$ cat src/rtl/tmr16_pkg.sv
package tmr16_pkg;
  localparam int ADDR_W = 3;

  typedef enum logic [ADDR_W-1:0] {
    A_CNT_LO = 3'd0,
    A_CNT_HI = 3'd1,
    A_CTRL   = 3'd2,
    A_FLAG   = 3'd3,
    A_IEN    = 3'd4,
    A_GSEL   = 3'd5
  } reg_addr_e;

  // bit 7 down to bit 0
  typedef struct packed {
    logic       gate_inv;
    logic       gate_en;
    logic [1:0] psel;
    logic       osc_en;
    logic       nosync;
    logic       ext_src;
    logic       run;
  } ctrl_t;
endpackage

$ cat src/rtl/tmr16_edge.sv
module tmr16_edge #(
  parameter int SYNC_STAGES = 2
) (
  input  logic clk,
  input  logic rst_n,
  input  logic ext_in,
  input  logic nosync,
  output logic edge_o
);
  localparam int SH_W = SYNC_STAGES + 1;

  logic [SH_W-1:0] sh;
  logic [1:0]      fast;

  always_ff @(posedge clk or negedge rst_n) begin
    if (!rst_n) begin
      sh   <= '0;
      fast <= '0;
    end else begin
      sh   <= {sh[SH_W-2:0], ext_in};
      fast <= {fast[0], ext_in};
    end
  end

  logic sync_edge, fast_edge;
  assign sync_edge = sh[SH_W-2] & ~sh[SH_W-1];
  assign fast_edge = fast[0] & ~fast[1];
  assign edge_o    = nosync ? fast_edge : sync_edge;
endmodule

$ cat src/rtl/tmr16_presc.sv
module tmr16_presc #(
  parameter int PS_W = 2
) (
  input  logic            clk,
  input  logic            rst_n,
  input  logic            clr,
  input  logic            src,
  input  logic [PS_W-1:0] psel,
  output logic            tick_o
);
  localparam int DIV_W = (1 << PS_W) - 1;

  logic [DIV_W-1:0] p;
  logic [DIV_W-1:0] mask;

  always_comb begin
    for (int i = 0; i < DIV_W; i++) mask[i] = (i < int'(psel));
  end

  assign tick_o = src & ((p & mask) == mask);

  always_ff @(posedge clk or negedge rst_n) begin
    if (!rst_n)   p <= '0;
    else if (clr) p <= '0;
    else if (src) p <= p + 1'b1;
  end
endmodule

$ cat src/rtl/tmr16_count.sv
module tmr16_count #(
  parameter int CNT_W  = 16,
  parameter int BYTE_W = 8,
  localparam int NB    = CNT_W / BYTE_W
) (
  input  logic              clk,
  input  logic              rst_n,
  input  logic              run,
  input  logic              inc,
  input  logic [NB-1:0]     wr_sel,
  input  logic [BYTE_W-1:0] wr_byte,
  output logic [CNT_W-1:0]  count,
  output logic              ovf,
  output logic              pend_any
);
  logic [NB-1:0]             pv;
  logic [NB-1:0][BYTE_W-1:0] pval;
  logic                      apply;

  assign pend_any = |pv;
  assign apply    = pend_any & (inc | ~run);

  for (genvar b = 0; b < NB; b++) begin : g_pend
    always_ff @(posedge clk or negedge rst_n) begin
      if (!rst_n) begin
        pv[b]   <= 1'b0;
        pval[b] <= '0;
      end else if (wr_sel[b]) begin
        pv[b]   <= 1'b1;
        pval[b] <= wr_byte;
      end else if (apply) begin
        pv[b]   <= 1'b0;
      end
    end
  end

  logic [CNT_W-1:0] nxt;
  always_comb begin
    nxt = count;
    if (apply) begin
      for (int b = 0; b < NB; b++)
        if (pv[b]) nxt[b*BYTE_W +: BYTE_W] = pval[b];
    end else if (inc) begin
      nxt = count + 1'b1;
    end
  end

  // count bytes keep their value across resets
  always_ff @(posedge clk) count <= nxt;

  assign ovf = inc & ~apply & (&count);
endmodule

$ cat src/rtl/tmr16_wake.sv
module tmr16_wake
  import tmr16_pkg::*;
#(
  parameter int CNT_W       = 16,
  parameter int BUS_W       = 8,
  parameter int PS_W        = 2,
  parameter int SYNC_STAGES = 2
) (
  input  logic              clk,
  input  logic              rst_n,
  input  logic [ADDR_W-1:0] bus_addr,
  input  logic              bus_we,
  input  logic [BUS_W-1:0]  bus_wdata,
  output logic [BUS_W-1:0]  bus_rdata,
  input  logic              icyc_tick,
  input  logic              sleep,
  input  logic              ext_clk,
  input  logic              gate_a,
  input  logic              gate_b,
  input  logic              periph_ie,
  input  logic              global_ie,
  input  logic [1:0]        pin_in,
  input  logic [1:0]        dir_in,
  output logic [1:0]        pin_rd,
  output logic [1:0]        dir_rd,
  output logic              ovf_flag,
  output logic              wake_req,
  output logic              vector_req
);
  localparam int NB = CNT_W / BUS_W;

  ctrl_t ctrl;
  logic  ien, gsel;
  logic  run_on, osc_on, async_mode;

  assign run_on     = ctrl.run;
  assign osc_on     = ctrl.osc_en;
  assign async_mode = ctrl.ext_src & ctrl.nosync;

  reg_addr_e a;
  assign a = reg_addr_e'(bus_addr);

  // register bank
  logic ovf;
  always_ff @(posedge clk or negedge rst_n) begin
    if (!rst_n) begin
      ctrl     <= '0;
      ien      <= 1'b0;
      gsel     <= 1'b0;
      ovf_flag <= 1'b0;
    end else begin
      if (bus_we && a == A_CTRL) ctrl <= ctrl_t'(bus_wdata);
      if (bus_we && a == A_IEN)  ien  <= bus_wdata[0];
      if (bus_we && a == A_GSEL) gsel <= bus_wdata[0];
      if (ovf)                        ovf_flag <= 1'b1;
      else if (bus_we && a == A_FLAG) ovf_flag <= bus_wdata[0];
    end
  end

  // count source selection and qualification
  logic ext_edge, src_edge, gate_lvl, gate_ok, awake_ok, src;

  tmr16_edge #(.SYNC_STAGES(SYNC_STAGES)) u_edge (
    .clk   (clk),
    .rst_n (rst_n),
    .ext_in(ext_clk),
    .nosync(ctrl.nosync),
    .edge_o(ext_edge)
  );

  assign src_edge = ctrl.ext_src ? ext_edge : icyc_tick;
  assign gate_lvl = gsel ? gate_b : gate_a;
  assign gate_ok  = ~ctrl.gate_en | (gate_lvl ^ ctrl.gate_inv);
  assign awake_ok = ~sleep | async_mode;
  assign src      = run_on & awake_ok & gate_ok & src_edge;

  logic [NB-1:0] cnt_wr;
  logic          cnt_wr_any;
  for (genvar b = 0; b < NB; b++) begin : g_wsel
    assign cnt_wr[b] = bus_we && (bus_addr == ADDR_W'(int'(A_CNT_LO) + b));
  end
  assign cnt_wr_any = |cnt_wr;

  logic inc;
  tmr16_presc #(.PS_W(PS_W)) u_presc (
    .clk   (clk),
    .rst_n (rst_n),
    .clr   (cnt_wr_any),
    .src   (src),
    .psel  (ctrl.psel),
    .tick_o(inc)
  );

  logic [CNT_W-1:0] count;
  logic             pend_any;
  tmr16_count #(.CNT_W(CNT_W), .BYTE_W(BUS_W)) u_count (
    .clk     (clk),
    .rst_n   (rst_n),
    .run     (run_on),
    .inc     (inc),
    .wr_sel  (cnt_wr),
    .wr_byte (bus_wdata),
    .count   (count),
    .ovf     (ovf),
    .pend_any(pend_any)
  );

  // outputs
  assign wake_req   = ovf_flag & ien & periph_ie;
  assign vector_req = wake_req & global_ie;
  assign pin_rd     = osc_on ? 2'b00 : pin_in;
  assign dir_rd     = osc_on ? 2'b11 : dir_in;

  always_comb begin
    bus_rdata = '0;
    case (a)
      A_CNT_LO: bus_rdata = count[BUS_W-1:0];
      A_CNT_HI: bus_rdata = count[2*BUS_W-1:BUS_W];
      A_CTRL:   bus_rdata = BUS_W'(ctrl);
      A_FLAG:   bus_rdata[0] = ovf_flag;
      A_IEN:    bus_rdata[0] = ien;
      A_GSEL:   bus_rdata[0] = gsel;
      default:  bus_rdata = '0;
    endcase
  end
endmodule

$ cat config.mk
export PLATFORM = sky130hd
export DESIGN_NAME = tmr16_wake
export DESIGN_NICKNAME = d
export VERILOG_FILES = /design/src/rtl/tmr16_pkg.sv /design/src/rtl/tmr16_edge.sv /design/src/rtl/tmr16_presc.sv /design/src/rtl/tmr16_count.sv /design/src/rtl/tmr16_wake.sv
export SDC_FILE = /design/constraint.sdc
export NUM_CORES = 1
export LEC_CHECK = 0
export BUFFER_PORTS_ARGS = -buffer_cell sky130_fd_sc_hd__buf_4
export CAP_MARGIN = 20
export CORE_UTILIZATION = 61
export CTS_CLUSTER_DIAMETER = 120
export DETAILED_ROUTE_END_ITERATION = 7
export PLACE_DENSITY = 0.84
export SLEW_MARGIN = 20
export SYNTH_ARGS = -nofsm -noshare
export SYNTH_HDL_FRONTEND = slang
export SYNTH_SLANG_ARGS = --single-unit
$ cat constraint.sdc
create_clock -name clk -period 4.1 [get_ports clk]
set_input_delay 0.41 -clock clk [delete_from_list [all_inputs] [get_ports clk]]
set_output_delay 0.41 -clock clk [all_outputs]
set_load 0.005 [all_outputs]
# Yosys cells after proc, flatten, opt, wreduce, memory -nomap -nowiden
# Cells that the tools add are included.
word_totals:
  output_inout_bits: 15
  input_bits: 25
  word_cells: 91
  register_bits: 53
classes:
  add_sub_neg: 2
  eq_ne: 8
  bitwise: 24
  magnitude_cmp: 3
  n_reduce_logical: 17
  n_mux: 18
ops:
  columns: ["op", "count"]
  rows:
  - ["16-bit two-way mux", 2]
  - ["7-bit one-hot mux with 3 select lines", 1]
  - ["16-bit by 1-bit adder with 16-bit output, second input constant", 1]
  - ["8-bit two-way mux", 2]
  - ["16-bit AND reduction", 1]
  - ["1-bit AND", 13]
  - ["2-bit nonzero test", 5]
  - ["1-bit two-way mux", 8]
  - ["3-bit by 2-bit equality test with 1-bit output, second input constant", 2]
  - ["3-bit equality test, second input constant", 2]
  - ["1-bit logical AND", 6]
  - ["3-bit two-way mux", 2]
  - ["1-bit inverter", 6]
  - ["1-bit one-hot mux with 6 select lines", 1]
  - ["1-bit by 2-bit less-than comparator with 1-bit output, first input constant", 2]
  - ["2-bit two-way mux", 2]
  - ["2-bit by 1-bit inequality test with 1-bit output, second input constant", 2]
  - ["2-bit AND reduction", 2]
  - ["2-bit OR reduction", 2]
  - ["3-bit by 1-bit adder with 3-bit output, second input constant", 1]
  - ["3-bit AND", 1]
  - ["3-bit by 1-bit equality test with 1-bit output, second input constant", 1]
  - ["3-bit equality test", 1]
  - ["3-bit zero test", 1]
  - ["3 further kinds", 5]

# Longest topological paths before layout
# Gate-level depths: netlist of run 1.
logic_depth:
  ltp_word: 12
  depth_mapped: 7
  depth_no_buf: 6

# Cells and area by module
# Synthesis of run 1 repeated with hierarchy kept, for this count alone.
hier_totals:
  cells_unflattened: 250
  hier_area_um2: 2765.2
by_module_without_submodules:
  columns: ["module", "seq_area_each_um2", "area_each_um2", "cells_each", "instances"]
  rows:
  - ["tmr16_count", 930.9, 1636.6, 139, 1]
  - ["tmr16_wake", 275.3, 875.8, 89, 1]
  - ["tmr16_presc", 75.1, 155.1, 16, 1]
  - ["tmr16_edge", 75.1, 97.6, 6, 1]

# Worst setup path after synthesis of run 1
# Ideal clock, no wire load.
synth_timing:
  path_kind: "register -> register"
  from: "register gsel"
  to: "register u_count.count[10] (data pin)"
  stages_incl_launch_ff: 8
  required_time_ns: 3.840
  n_path_buf: 2
  setup_time_ns: 0.260
  arrival_ns: 1.782
  synth_period_minus_slack_ns: 2.043
  path_slack_ns: 2.057
  path_cell_list: "dfrtp_1 > mux2i_1 > mux2_4 > o21a_2 > o221a_4 > buf_6 > buf_12 > mux2_4"
synth_via:
  elab_chain_cells: 9
synth_lines:
  columns: ["item", "line_no", "rtl"]
  rows:
  - ["start, declared", "tmr16_wake.sv:33", "logic ien, gsel;"]
  - ["start signal, assigned", "tmr16_wake.sv:54", "if (bus_we && a == A_GSEL) gsel <= bus_wdata[0];"]
  - ["1-bit two-way mux", "tmr16_wake.sv:72", "assign gate_lvl = gsel ? gate_b : gate_a;"]
  - ["1-bit XOR", "tmr16_wake.sv:73", "assign gate_ok = ~ctrl.gate_en | (gate_lvl ^ ctrl.gate_inv);"]
  - ["1-bit bitwise OR", "tmr16_wake.sv:73", null]
  - ["1-bit AND (2 in series)", "tmr16_wake.sv:75", "assign src = run_on & awake_ok & gate_ok & src_edge;"]
  - ["1-bit AND", "tmr16_presc.sv:20", "assign tick_o = src & ((p & mask) == mask);"]
  - ["1-bit bitwise OR", "tmr16_count.sv:21", "assign apply = pend_any & (inc | ~run);"]
  - ["1-bit AND", "tmr16_count.sv:21", null]
  - ["16-bit two-way mux", "tmr16_count.sv:40", "if (apply) begin"]
  - ["net u_count.nxt[10]", "tmr16_count.sv:37", "logic [CNT_W-1:0] nxt;"]
  - ["end signal, assigned", "tmr16_count.sv:49", "always_ff @(posedge clk) count <= nxt;"]
  - ["end, declared", "tmr16_count.sv:12", "output logic [CNT_W-1:0] count,"]
# The timed path passes the listed nets, and every way through them passes these cells.
# A chain may end at the register's enable or synchronous reset.

# Worst setup path in the final report of run 1
layout_timing:
  from: "register gsel"
  to: "register u_count.count[15], enable pin"
layout_via:
  elab_chain_cells: 10
  elab_cells_between_ends: 11
  classes_between: "1 x eq/ne; 1 x mux; 7 x bitwise; 2 x reduce/logical"
layout_lines:
  columns: ["item", "line_no"]
  rows:
  - ["1-bit two-way mux (*)", "tmr16_wake.sv:72"]
  - ["1-bit XOR (*)", "tmr16_wake.sv:73"]
  - ["1-bit bitwise OR (*)", "tmr16_wake.sv:73"]
  - ["1-bit AND (*) (2 in series)", "tmr16_wake.sv:75"]
  - ["1-bit AND (*)", "tmr16_presc.sv:20"]
  - ["1-bit bitwise OR", "tmr16_count.sv:21"]
  - ["1-bit AND", "tmr16_count.sv:21"]
  - ["2-bit by 1-bit inequality test with 1-bit output (no line) / 2-bit nonzero test (equally long branches)", null]
  - ["2-bit AND reduction (no line) (*)", null]
# Every way passes the cells marked *; elsewhere a longest branch is shown, timed or not.

==> flow_summary.toml, run 1 <==
[status]
status = "finished, final reports clean"

[cts]
numCtsBuffers = 5
cts_resized = 0
htreeDepth = 2
clock_tree.root_cell = "clkbuf_8"
clk_pin_slew_ns = 0.09
clock-sinks = 51
ctsHoldBuffers = 0
clk_path_buf_depth = 2
clkLatencyLatePin_ns = 0.31
cts_tree = "yes"
cts_setup_buffers = 0

[setup_path]
critical_path_class = "reg2reg"
path_delay_family = "simple AND/OR/NAND/NOR gates"
r2r_slack_ns = 1.95
start_kind = "register"
path_buf_inv = 0
cp.arrival_ns = 2.09
crit_chain = "mux2i_1, mux2_4, o21a_2, a21oi_1, nor2_1"
rr_endpoint = "u_count.count[15]"
cpMaxStageDelayCell = "nor2_1"
r2r_start = "gsel"
required_ns = 4.04
cpPeakStageDelay_ns = 0.64
rr_worst_depth = 5
endpoint_kind = "register"
cp_max_fo = 8

[finish]
register_area_um2 = 1360
final_cell_mix = "buf_4 (39), dfrtp_1 (35), mux2_2 (30)"
final_util = 0.727
fin_area_um2 = 3170
layout-drive-gt1-share = 0.338
nFillCells = 291
mostFrequentLayoutCell = "buf_4"
multi_input_area_um2 = 1310
synthToLayoutAreaGrowth_pct = 14.8
num_antenna_cells = 0
layout.nets = 301

[placement]
gp_congestion = 0.904
place_ws_ns = 1.74
port_buffers = 39
dp_hpwl_mm = 4.22
placed_area_um2 = 3050

[drt]
routed_wl_mm = 5.77
ant_nets = 0
routedWlPerCell_um = 17.7
vias = 1902
drc = 0
dr.first_iter.drc_count = 175
first_pass_iters = 4
viasPerCell = 5.82

[run]
maxCapViolations = 0

[synth]
ys_warn_count = 0
syn_inst = 237
synth_nets = 264
ys_ff_latch = 51
ys_seq_area_frac = 0.492
syn-cell-area_um2 = 2760
async_flop_share = 0.686
ys_types = 40
synth_edf_count = 16
ys.flop_type = "dfrtp_1"
avgSynthCellArea_um2 = 11.6

[global_route]
grt_pass1_wl_mm = 9.32
grt_pass1_vias = 1865
antenna_found_initial = 0
grt_max_degree = 36
grt_use_total = 0.258
overflow = 0

[floorplan]
io_pins = 40
fp.dieW_um = 69.2
core_um2 = 4350
die_h_um = 69.2
start_util = 0.633
placementRows = 24
dieArea_um2 = 4790

[hold_path]
min_path_type = "in2async"

[sta]
fin_tns_setup_ns = 0
maxSlewViolCount = 0
tightest_slew_ns = 0.962
max_freq_ghz = 0.464
rsz0062_at_grt = "false"
slew_headroom = 0.358
finalSetupViolations = 0
period_minus_slack_ns = 2.15
setup_slack_ns = 1.95
final_hold_viol_count = 0
finalClockSkew_ns = 0.00728
fin_crit_sh = 0.525

[power_and_ir_drop]
vdd_ir_drop_max_uv = 318
p_leak_nw = 1.40
finalPower_mw = 1.51
powerDensity_nw_per_um2 = 478
[synthesized netlist by cell type (2+ instances only)]
cell type  count  area (um2)
and3_1         6        37.5
a21o_1         2        15.0
xor2_1         5        43.8
xnor2_1       10        87.6
nand3_1        6        30.0
nand2b_1       3        18.8
and4_1         2        17.5
buf_2          3        15.0
nor2_1        25        93.8
inv_1          7        26.3
or2_2          2        12.5
mux2i_1       12         120
edfxtp_1      16         480
ha_1           2        25.0
dfrtp_1       35         876
mux2_4        10         150
nor3_1         2        10.0
a21oi_1       13        65.1
mux2_2        30         338
o21ai_0        6        30.0
and2_1         4        25.0
nand2_1       10        37.5
nand4_1        4        25.0
nor2b_1        4        25.0
clkbuf_1       3        11.3
[where the power goes]
group	internal, mW	total [mW]	switching [mW]	leakage, nW
clock	0.182	0.349	0.168	0.0581
combinational	0.220	0.391	0.172	0.760
sequential	0.660	0.773	0.114	0.578
total	1.06	1.51	0.453	1.40
[worst max-delay path by stage]
stage	startpoint	endpoint	slack [ns]	depth (start not counted)
6_report	gsel	u_count.count[15]	1.95	5
5_1_grt	gsel	u_count.count[12]	1.79	5
4_1_cts	gsel	u_count.count[15]	1.87	5
3_5_place_dp	bus_addr[1]	u_count.pval[4]	1.74	4
3_3_place_gp	bus_addr[1]	u_count.pval[2]	1.78	4
2_1_floorplan	gsel	u_count.count[10]	2.06	7
[logic make-up (layout without fill, tap and decap cells)]
logic type | after synthesis | after routing | synth area share
AND/OR/NAND/NOR | 74 | 74 | 0.138
multiplexers | 52 | 52 | 0.221
flip-flops | 51 | 51 | 0.492
AO/OA/AOI/OAI | 27 | 27 | 0.0613
buffers and inverters | 16 | 54 | 0.0318
XOR/XNOR | 15 | 15 | 0.0476
adder cells (fa/ha/maj) | 2 | 2 | 0.00907
[layer usage]
metal / vias up / track usage / wire (um) / share of wire
met3: 15 / 0.0494 / 362 / 0.063
met1: 903 / 0.339 / 2430 / 0.42
li1: 912 / - / - / -
met5: - / 0 / 0 / 0
met2: 72 / 0.425 / 2810 / 0.49
met4: 0 / 0.0975 / 163 / 0.028
[stage by stage]
step                      hold WS [ns]  std cells
final                           0.0468        327
after global routing            0.0708        327
after CTS                       0.0620        327
after detailed placement         0.377        319
after global placement           0.358        319
after floorplan                  0.114        237
[state kept, by name, indices dropped and copies added, names as in the netlist]
register	cells
osc_on	1
u_presc.p	3
ovf_flag	1
u_count.pval	16
u_count.pv	2
ctrl	6
run_on	1
gsel	1
ien	1
u_edge.sh	3
u_count.count	16
[final cells by class]
cell class                      count  area share
Clock buffer                        5      0.0217
Tap cell                           52      0.0205
Clock inverter                      3      0.0138
Inverter                            7     0.00830
Sequential cell                    51       0.428
Timing Repair Buffer               39      0.0925
Multi-Input combinational cell    170       0.415
Note: power is estimated with default switching activity, not from simulation.
==> run 2, diff against run 1 <==
--- a/config.mk
+++ b/config.mk
@@ -7,10 +7,10 @@
 export LEC_CHECK = 0
 export BUFFER_PORTS_ARGS = -buffer_cell sky130_fd_sc_hd__buf_4
 export CAP_MARGIN = 20
-export CORE_UTILIZATION = 61
+export CORE_UTILIZATION = 51
 export CTS_CLUSTER_DIAMETER = 120
 export DETAILED_ROUTE_END_ITERATION = 7
-export PLACE_DENSITY = 0.84
+export PLACE_DENSITY = 0.75
 export SLEW_MARGIN = 20
 export SYNTH_ARGS = -nofsm -noshare
 export SYNTH_HDL_FRONTEND = slang
==> constraint.sdc (replaced) <==
create_clock -name clk -period 1.7 [get_ports clk]
set_input_delay 0.17 -clock clk [delete_from_list [all_inputs] [get_ports clk]]
set_output_delay 0.17 -clock clk [all_outputs]
set_load 0.005 [all_outputs]
==> run 2 against run 1 <==
  * The run now ends with setup timing left
  * Worst setup slack got worse by 2.2 ns
  * Hold slack improved by 0.065 ns
  * Die area increased by 19%
  * Critical path depth unchanged
==> flow_summary.toml, run 2 (synthesis results as in run 1) <==
[setup_path]
rr_worst_depth = 5
cpPeakStageDelay_ns = 0.37
start_kind = "register"
critical_path_class = "reg2reg"
crit_top_cell = "mux2_4"
endpoint_kind = "register"
cpMaxStageDelayCell = "dfrtp_1"
crit_chain = "mux2i_1, mux2_4, o21a_4, o221a_4, mux2_4"
cp.arrival_ns = 1.99
required_ns = 1.76
cp_max_fo = 8

[drt]
drc = 0
ant_nets = 0
vias = 2094
viasPerCell = 5.33
first_pass_iters = 4
dr.first_iter.drc_count = 181
routed_wl_mm = 6.71
routedWlPerCell_um = 17.1

[finish]
synthToLayoutAreaGrowth_pct = 31.8
mostFrequentLayoutCell = "buf_4"
final_cell_mix = "buf_4 (78), dfrtp_1 (35), mux2_2 (30)"
reg.largest.list = "u_count.count x16, u_count.pval x16, ctrl x6"
layout-drive-gt1-share = 0.443
layout.nets = 349
num_antenna_cells = 0
nFillCells = 372

[global_route]
grt_pass1_vias = 2071
antenna_found_initial = 0
grt_max_degree = 36
grt_pass1_wl_mm = 10.3
overflow = 0
grt_use_total = 0.258

[cts]
htreeDepth = 2
clock-sinks = 51
clk_path_buf_depth = 2
cts_tree = "yes"
clk_pin_slew_ns = 0.09
numCtsBuffers = 5
clkLatencyLatePin_ns = 0.30
clock_tree.root_cell = "clkbuf_8"

[sta]
slew_headroom = 0.686
period_minus_slack_ns = 1.94
setup_slack_ns = -0.236
final_hold_viol_count = 0
maxSlewViolCount = 0
rsz0062_at_grt = "true"
max_freq_ghz = 0.516
fin_tns_setup_ns = -6.00
finalSetupViolations = 34
tightest_slew_ns = 0.470
finalClockSkew_ns = 0.00818
fin_crit_sh = 1.14

[placement]
place_ws_ns = -0.269
dp_hpwl_mm = 4.72
gp_congestion = 0.894
port_buffers = 39

[floorplan]
fp.dieW_um = 75.5
start_util = 0.533
placementRows = 26
dieArea_um2 = 5710
die_h_um = 75.5
io_pins = 40
core_um2 = 5170

[power_and_ir_drop]
vdd_ir_drop_max_uv = 536
powerDensity_nw_per_um2 = 1110
p_leak_nw = 1.65

[hold_path]
whs_path_depth = 2
min_path_type = "in2reg"

[run]
maxCapViolations = 0

[status]
violations = "setup timing"
status = "complete, but fails checks"
[run 2: cell count changes in the layout (fill, tap and decap cells not counted), moves of 2 or more]
cell | previous run | this run
buf_6 | 0 | 5
dlygate4sd3_1 | 0 | 2
clkbuf_1 | 0 | 2
nor2_1 | 25 | 23
buf_4 | 39 | 78
[run 2: final cells by class]
cell class,instances,area (um2),area share
Tap cell,70,87.6,0.0241
Timing Repair Buffer,86,682,0.188
Clock buffer,7,76.3,0.0210
Multi-Input combinational cell,171,1380,0.379
Inverter,7,26.3,0.00723
Clock inverter,1,30.0,0.00826
Sequential cell,51,1360,0.373
[run 2: worst paths after layout]
kind                               from                to  slack, ns
min in group asynchronous         rst_n            osc_on       0.35
min reg2reg                u_edge.sh[0]      u_edge.sh[1]       0.40
max reg2reg                        gsel  u_count.count[6]      -0.24
max in group asynchronous         rst_n           ctrl[1]       0.99
min                        bus_wdata[4]           ctrl[4]       0.11
max                                gsel  u_count.count[6]      -0.24
[run 2: stage by stage]
stage / utilization / hold slack [ns] / power, mW / area, um2 / cells
after floorplan: - / -0.126 / 2.50 / 2770 / 237
after global placement: 0.662 / 0.151 / 3.07 / 3420 / 380
after detailed placement: 0.662 / 0.159 / 3.12 / 3420 / 380
after CTS: 0.699 / 0.106 / 4.03 / 3620 / 392
after global routing: 0.703 / 0.109 / 4.25 / 3630 / 393
final: 0.703 / 0.111 / 4.04 / 3630 / 393
[run 2: power by group]
group	switching (mW)	internal [mW]	total [mW]
clock network	0.384	0.441	0.825
logic	0.603	0.825	1.43
registers	0.195	1.59	1.78
[run 2: worst max-delay path: cells and delay by family, from the launching register on]
kind	cells	cell delay, ns
flops	1	0.37
compound gates	2	0.44
mux	3	0.88
[run 2: repair_timing]
| action | 4_1_cts | 5_1_grt |
|---|---|---|
| pin swaps | 7 | 2 |
| setup endpoints to repair | 35 | 37 |
| cloned | 1 | 0 |
| setup buffers | 3 | 2 |
| hold endpoints to repair | 36 | 0 |
| hold buffers | 2 | 0 |
| resized for setup | 11 | 3 |
[run 2: per-layer routing]
layer,global-route usage,wire [um],vias to the layer above
met1,0.334,2940,1006
li1,-,-,1017
met2,0.443,3350,61
met5,0,0,-
met4,0.0864,156,0
met3,0.0410,264,10
==> run 3, diff against run 2 <==
==> constraint.sdc (replaced) <==
create_clock -name clk -period 1.7 [get_ports clk]
set_input_delay 0.255 -clock clk [delete_from_list [all_inputs] [get_ports clk]]
set_output_delay 0.255 -clock clk [all_outputs]
set_load 0.005 [all_outputs]
==> run 3 against run 2 <==
  * The flow still finishes with violations (setup timing)
  * Global-route usage fell by 0.21 points
  * Sequential power barely moved
  * Clock skew fell by 0.0013 ns
  * Fmax fell by 3.7%
  * Critical path depth did not move
  * Routed wire length rose by 6.9%
  * Combinational power rose by 6%
  * Non-clock buffer count rose by 5
==> flow_summary.toml, run 3 (synthesis results as in run 1) <==
[status]
status = "complete, but fails checks"
violations = "setup timing"

[power_and_ir_drop]
clkPwrFrac = 0.209
finalPower_mw = 4.19
vdd_ir_drop_max_uv = 542
p_comb_frac = 0.363
cell_internal_pwr_mw = 2.94
p_switching_mw = 1.25
swShare = 0.298
pwr-share-seq = 0.428
p_leak_nw = 1.69
powerDensity_nw_per_um2 = 1120

[drt]
highest_layer = "met4"
routedWlPerCell_um = 18.0
ant_nets = 0
drc = 0
dr.first_iter.drc_count = 142
routed_wl_mm = 7.18
m1WireLength_mm = 2.84
met3WireLength_um = 492
first_pass_iters = 4
vias = 2207
viasPerCell = 5.55
dr_wl_met2_mm = 3.51

[finish]
fin_cells = 398
final_cell_mix = "buf_4 (77), dfrtp_1 (35), mux2_2 (30)"
layout-drive-gt1-share = 0.466
synthToLayoutAreaGrowth_pct = 34.9
mostFrequentLayoutCell = "buf_4"
reg.largest.list = "u_count.count x16, u_count.pval x16, ctrl x6"
num_antenna_cells = 0
nFillCells = 354
layout.nets = 354

[placement]
port_buffers = 39
dp_hpwl_mm = 4.79
place_ws_ns = -0.347
dp_cells = 380
gp_congestion = 0.894

[sta]
maxSlewViolCount = 0
final_hold_viol_count = 0
slew_headroom = 0.690
setup_slack_ns = -0.310
tightest_slew_ns = 0.464
fin_crit_sh = 1.18
finalSetupViolations = 35
finalClockSkew_ns = 0.00684
max_freq_ghz = 0.498
period_minus_slack_ns = 2.01
rsz0062_at_grt = "true"

[floorplan]
io_pins = 40
die_h_um = 75.5
fp.dieW_um = 75.5
placementRows = 26
core_um2 = 5170
dieArea_um2 = 5710
start_util = 0.533

[setup_path]
rr_endpoint = "u_count.count[6]"
r2r_start = "gsel"
cp_max_fo = 8
rr_worst_depth = 5
endpoint_kind = "register"
cp.arrival_ns = 2.07
critical_path_class = "reg2reg"
required_ns = 1.76
r2r_slack_ns = -0.31
start_kind = "register"

[global_route]
grt_pass1_wl_mm = 10.2
overflow = 0
grt_max_degree = 36
grt_use_total = 0.256
antenna_found_initial = 0
grt_pass1_vias = 2036

[cts]
clk_path_buf_depth = 2
clock_tree.root_cell = "clkbuf_8"
clkLatencyLatePin_ns = 0.31
numCtsBuffers = 5
cts_tree = "yes"
clock-sinks = 51
clk_pin_slew_ns = 0.09
htreeDepth = 2

[hold_path]
hold_path_end = "u_edge.sh[0]"
whs_path_depth = 1
min_path_type = "in2reg"
hp-start = "ext_clk"

[run]
maxCapViolations = 0
==> run 3: power groups by stage <==
stage / registers (mW) / logic, mW / clock network (mW)
6_report: 1.79 / 1.52 / 0.876
5_1_grt: 1.83 / 1.63 / 0.934
4_1_cts: 1.79 / 1.38 / 0.892
3_5_place_dp: 1.80 / 1.28 / 0
3_3_place_gp: 1.79 / 1.24 / 0
2_1_floorplan: 1.78 / 0.725 / 0
==> run 3: how the worst max path moves through the flow <==
stage / from / endpoint / slack, ns / depth (start not counted)
global placement: gsel / u_count.count[10] / -0.28 / 5
global route: gsel / u_count.count[6] / -0.35 / 5
floorplan: gsel / u_count.count[10] / -0.33 / 7
detailed placement: gsel / u_count.count[10] / -0.35 / 7
CTS: gsel / u_count.count[6] / -0.30 / 5
finish: gsel / u_count.count[6] / -0.31 / 5
==> run 3: through the flow <==
step	setup TNS (ns)	cell area (um2)	hold slack [ns]	utilization
final	-9.02	3720	0.0486	0.719
after floorplan	-4.29	2770	-0.0406	-
after global routing	-11.25	3720	0.0370	0.719
after global placement	-8.59	3420	0.234	0.662
after CTS	-7.94	3620	0.0404	0.700
after detailed placement	-10.87	3420	0.240	0.662
==> run 3: cell type report <==
| cell class | count | area (um2) | share of cell area |
|---|---|---|---|
| clock buffers | 6 | 82.6 | 0.0222 |
| clock inverters | 2 | 35.0 | 0.00941 |
| inverters | 7 | 26.3 | 0.00706 |
| multi-input cells | 171 | 1390 | 0.374 |
| flip-flops and latches | 51 | 1360 | 0.364 |
| well taps | 70 | 87.6 | 0.0235 |
| repair buffers | 91 | 743 | 0.200 |
==> run 3: layer usage <==
layer,up-vias,track usage
li1,1029,-
met1,1051,0.310
met2,99,0.436
met3,28,0.0503
met4,0,0.130
met5,-,0
==> run 3: repair_timing <==
item / in CTS / in global routing
setup buffers: 1 / 7
hold buffers: 1 / 0
cloned: 1 / 0
gates resized for setup: 11 / 13
hold endpoints to repair: 35 / 0
pin swaps: 2 / 6
endpoints found under the setup margin: 35 / 44
==> run 3: worst max-delay path, stage by stage (launching register included) <==
cell and delay [ns]:
dfrtp_1 0.38, mux2i_2 0.27, mux2_4 0.33, o21a_4 0.14, o221a_4 0.30, mux2_4 0.32
